$ cat src/rtl/gpr_pkg.sv
package gpr_pkg;
   localparam int unsigned GPR_DATA_W_DEF = 32;
   localparam int unsigned GPR_COUNT_DEF  = 8;

   // Outcome of a decoder variant: whether slot zero may ever be loaded
   typedef enum logic {
      SLOT0_WRITABLE  = 1'b0,
      SLOT0_PROTECTED = 1'b1
   } slot0_mode_e;
endpackage

$ cat src/rtl/gpr_wr_decoder.sv
module gpr_wr_decoder #(
   parameter int unsigned         NUM_REGS = gpr_pkg::GPR_COUNT_DEF,
   parameter int unsigned         SEL_W    = $clog2(NUM_REGS),
   parameter gpr_pkg::slot0_mode_e MODE    = gpr_pkg::SLOT0_PROTECTED
) (
   input  logic                wr_en,
   input  logic [SEL_W-1:0]    wr_sel,
   output logic [NUM_REGS-1:0] wr_strobe
);
   for (genvar g = 0; g < NUM_REGS; g++) begin : g_dec
      if (g == 0 && MODE == gpr_pkg::SLOT0_PROTECTED) begin : g_open
         // output zero of the decoder is left unconnected to storage
         assign wr_strobe[g] = 1'b0;
      end else begin : g_line
         assign wr_strobe[g] = wr_en && (wr_sel == SEL_W'(g));
      end
   end
endmodule

$ cat src/rtl/gpr_read_port.sv
module gpr_read_port #(
   parameter int unsigned DATA_W   = gpr_pkg::GPR_DATA_W_DEF,
   parameter int unsigned NUM_REGS = gpr_pkg::GPR_COUNT_DEF,
   parameter int unsigned SEL_W    = $clog2(NUM_REGS)
) (
   input  logic [NUM_REGS-1:0][DATA_W-1:0] regs,
   input  logic [SEL_W-1:0]                sel,
   input  logic                            en,
   output logic [DATA_W-1:0]               data,
   output logic                            vld
);
   logic [DATA_W-1:0] picked;

   always_comb begin
      picked = regs[sel];
   end

   assign data = en ? picked : '0;
   assign vld  = en;
endmodule

$ cat src/rtl/regfile_dual_read.sv
module regfile_dual_read #(
   parameter int unsigned         DATA_W   = gpr_pkg::GPR_DATA_W_DEF,
   parameter int unsigned         NUM_REGS = gpr_pkg::GPR_COUNT_DEF,
   parameter gpr_pkg::slot0_mode_e MODE    = gpr_pkg::SLOT0_PROTECTED
) (
   input  logic                        clk,
   input  logic                        rst_n,
   input  logic [$clog2(NUM_REGS)-1:0] src_a_sel,
   input  logic                        src_a_en,
   input  logic [$clog2(NUM_REGS)-1:0] src_b_sel,
   input  logic                        src_b_en,
   input  logic [$clog2(NUM_REGS)-1:0] wr_sel,
   input  logic                        wr_en,
   input  logic [DATA_W-1:0]           wr_data,
   output logic [DATA_W-1:0]           src_a_data,
   output logic                        src_a_vld,
   output logic [DATA_W-1:0]           src_b_data,
   output logic                        src_b_vld
);
   localparam int unsigned SEL_W = $clog2(NUM_REGS);

   // elaboration-time parameter checks
   if (NUM_REGS < 2) begin : g_chk_cnt
      $error("regfile_dual_read: NUM_REGS must be at least 2");
   end
   if (NUM_REGS != (1 << SEL_W)) begin : g_chk_pow2
      $error("regfile_dual_read: NUM_REGS must be a power of two");
   end
   if (DATA_W < 1) begin : g_chk_w
      $error("regfile_dual_read: DATA_W must be positive");
   end

   logic [NUM_REGS-1:0]             wr_strobe;
   logic [NUM_REGS-1:0][DATA_W-1:0] gpr_q;

   gpr_wr_decoder #(
      .NUM_REGS(NUM_REGS),
      .SEL_W   (SEL_W),
      .MODE    (MODE)
   ) u_dec (
      .wr_en    (wr_en),
      .wr_sel   (wr_sel),
      .wr_strobe(wr_strobe)
   );

   for (genvar g = 0; g < NUM_REGS; g++) begin : g_reg
      always_ff @(posedge clk or negedge rst_n) begin
         if (!rst_n) begin
            gpr_q[g] <= '0;
         end else if (wr_strobe[g]) begin
            gpr_q[g] <= wr_data;
         end
      end
   end

   gpr_read_port #(
      .DATA_W  (DATA_W),
      .NUM_REGS(NUM_REGS),
      .SEL_W   (SEL_W)
   ) u_port_a (
      .regs(gpr_q),
      .sel (src_a_sel),
      .en  (src_a_en),
      .data(src_a_data),
      .vld (src_a_vld)
   );

   gpr_read_port #(
      .DATA_W  (DATA_W),
      .NUM_REGS(NUM_REGS),
      .SEL_W   (SEL_W)
   ) u_port_b (
      .regs(gpr_q),
      .sel (src_b_sel),
      .en  (src_b_en),
      .data(src_b_data),
      .vld (src_b_vld)
   );
endmodule

$ cat config.mk
export PLATFORM = sky130hd
export DESIGN_NAME = regfile_dual_read
export DESIGN_NICKNAME = d
export VERILOG_FILES = /design/src/rtl/gpr_pkg.sv /design/src/rtl/gpr_wr_decoder.sv /design/src/rtl/gpr_read_port.sv /design/src/rtl/regfile_dual_read.sv
export SDC_FILE = /design/constraint.sdc
export NUM_CORES = 1
export LEC_CHECK = 0
export CORE_UTILIZATION = 57
export CTS_CLUSTER_DIAMETER = 40
export CTS_CLUSTER_SIZE = 24
export DETAILED_ROUTE_END_ITERATION = 8
export GPL_TIMING_DRIVEN = 1
export PLACE_DENSITY = 0.89
export SLEW_MARGIN = 0
export SYNTH_ARGS = -nofsm -noshare
export SYNTH_HDL_FRONTEND = slang
export SYNTH_HIERARCHICAL = 1
export SYNTH_SLANG_ARGS = --single-unit
$ cat constraint.sdc
create_clock -name clk -period 1.9 [get_ports clk]
set_input_delay 0.38 -clock clk [delete_from_list [all_inputs] [get_ports clk]]
set_output_delay 0.38 -clock clk [all_outputs]
set_load 0.02 [all_outputs]
==> run summary <==
Die Y = 168 microns
detailed-route via count = 10300
maxcap violations = 0
Post-Synthesis Cells = 999
initial core utilization = 58.1%
Post-DRT Antenna Nets = 0
Clock Power Share = 33.7%
initial antenna violation count = 0
met3 usage = 6.86%
Slew Limit Fails = 0
internal power = 0.0143 W
Fill cells = 1542
largest net degree at the start of global routing = 61
GP Congestion = 0.806
WL final = 46200 microns
RSZ-0062 raised after global routing = yes
drt via density = 6.45
clock buffer depth = 3
Ys Warns = 6
fin area = 19400 sq um
Final Skew = 0 ns
leakage dissipation = 8.74 nW
final critical-path required period = 2.23 ns
biggest regs = gpr_q (256)
P_sw = 0.00632 W
Final Core Density = 72.0%
CP endpoint kind = output port
CTS root buf = clkbuf_16
H-tree depth = 2
max reg flops = 256
syn_area_per_cell = 15.7 sq um
Die X = 168 microns
Final Hold Viols = 0
final setup vio count = 64
port bufs = 111
largest reg by FF count = gpr_q
Layout area overhead = 23.9%
per-cell routed wire length = 28.8 microns
Crit Path Class = reg2out
# DRC = 0
DR pass1 iterations = 5
M1 GR Usage = 40.1%
Worst setup SP type = register
final setup margin = -0.327 ns
synthesized area = 15700 sq um
status = finished with violations
Worst VDD drop = 0.000865 V
Multi-input gate area = 8100 sq um
min-delay worst type = in2async
violations in the final reports = setup timing
GRT Overall Usage = 32.2%
Fin Setup TNS = -13.23 ns
Row Count = 60
CP Max Fanout = 3
die area = 28200 sq um
Slew HR = 62.2%
Seq cells post-synth = 256
CTS tree = done
Reg power frac = 36.9%
I/O pin count = 112
met2 Use GR = 52.1%
Worst-path clk slew = 0.06 ns
dpl hpwl = 26000 microns
Switching Share = 30.6%
Tcrit/Tclk final = 117%
sequential area share after synthesis = 40.9%
gr ovfl total = 0
drt initial violations = 872
Synth cell types = 21
Gate power share = 29.4%
Slew @ Worst Pin = 0.567 ns
Most Crowded Layer GR = met2
Syn Nets = 1045
# nets final = 1281
Worst Hold Margin = 0.419 ns
Achievable Freq = 449 MHz
Pwr Total = 0.0207 W
Seq. cell area = 6410 sq um
worst path arrival time = 1.85 ns
P per Cell Area = 1060 nW/um^2
post-place instance area = 17600 sq um
core area = 27000 sq um
Clock Sinks = 256
share of layout cells above drive strength 1 = 65.9%
Ant. Diodes = 0
TritonCTS buffer count = 36
first-pass GRT wire length = 68500 microns
Clock Latency Late Sink = 0.52 ns
Data required, critical path = 1.52 ns
vias in the first global route = 11300
Yosys cell counts:
cell	count	area share, %
inv_1	64	1.5
a221oi_1	6	0.34
buf_6	24	1.7
and4bb_2	3	0.24
mux2_4	240	23
o21ai_0	64	2.0
conb_1	1	0.024
buf_12	30	3.8
a221oi_2	58	5.6
dfrtp_1	256	41
buf_4	11	0.53
mux2i_1	64	4.1
nand2b_2	2	0.11
mux4_2	58	8.3
buf_2	8	0.26
nor2_1	2	0.048
and4_2	1	0.064
and4b_2	3	0.22
clkbuf_1	18	0.43
mux4_1	6	1.0
mux2_2	80	5.7
worst paths after layout:
path | startpoint | endpoint | slack [ns] | cells after the start
setup / recovery | gpr_q[92] | src_b_data[28] | -0.33 | 4
hold reg to reg | gpr_q[194] | gpr_q[194] | 0.53 | 1
hold / removal | rst_n | gpr_q[3] | 0.42 | 2
max in group asynchronous | rst_n | gpr_q[17] | 0.80 | 3
setup reg to reg | gpr_q[238] | gpr_q[238] | 0.74 | 4
min in group clk | gpr_q[194] | gpr_q[194] | 0.53 | 1
per-stage QoR:
step	setup slack, ns	instances
floorplan	-0.0169	999
global route	-0.300	1603
global placement	-0.654	1472
detailed placement	-0.684	1472
finish	-0.327	1603
CTS	-0.277	1580
placed cells by master, fill, tap and decap left out, drive strengths merged:
cell             n
bufinv           3
bufbuf           1
nor2             2
mux2           320
buf            245
and4bb           3
dlygate4sd3      1
dlygate4sd2      2
clkbuf          44
nand2b           2
inv             74
and4             1
dfrtp          256
clkdlybuf4s50   36
a221oi          64
mux4            64
o21ai           64
clkinv           4
and4b            3
dlymetal6s2s     1
mux2i           64
clkdlybuf4s15    1
conb             1
clkinvlp         6
critical path, cell delays in order (launching register included):
cell and delay, ns:
dfrtp_1 0.43, mux2_2 0.30, o21ai_0 0.30, a221oi_2 0.10, buf_4 0.19
layer usage:
layer	part of all wire [%]	vias up
met5	0	-
met3	7.5	214
met1	38	5287
met2	49	593
met4	5.9	0
li1	-	4247
cells by family (layout without fill, tap and decap cells):
group,Yosys count,count (layout),share of synthesized area (%)
muxes,448,448,42.2
DFF,256,256,40.9
buffers and inverters,155,418,8.30
AOI/OAI and AO/OA,128,128,7.94
and+or+nand+nor,11,11,0.679
other,1,1,0.0239
layout make-up:
class	instances	share of cell area, %
sequential	256	33.0
inverter	64	1.24
timing repair buffer	289	15.5
tap	341	2.20
clock buffer	42	4.97
multi-input combinational	588	41.8
clock inverter	23	1.39
power groups by stage:
| stage | sequential [W] | clock, W | combinational (W) |
|---|---|---|---|
| finish | 0.00762 | 0.00696 | 0.00609 |
| global route | 0.00772 | 0.00728 | 0.00635 |
| CTS | 0.00754 | 0.00698 | 0.00569 |
| detailed placement | 0.00755 | 0 | 0.00527 |
| global placement | 0.00744 | 0 | 0.00510 |
| floorplan | 0.00723 | 0 | 0.00380 |
timing repair:
action / in CTS / in global routing
pin swaps: 18 / 3
endpoints found under the setup margin: 66 / 65
hold endpoints to repair: 53 / 0
hold buffers: 1 / 0
setup buffers: 41 / 23
gates cloned: 1 / 0
resized for setup: 415 / 31
(Power assumes the default switching activity.)
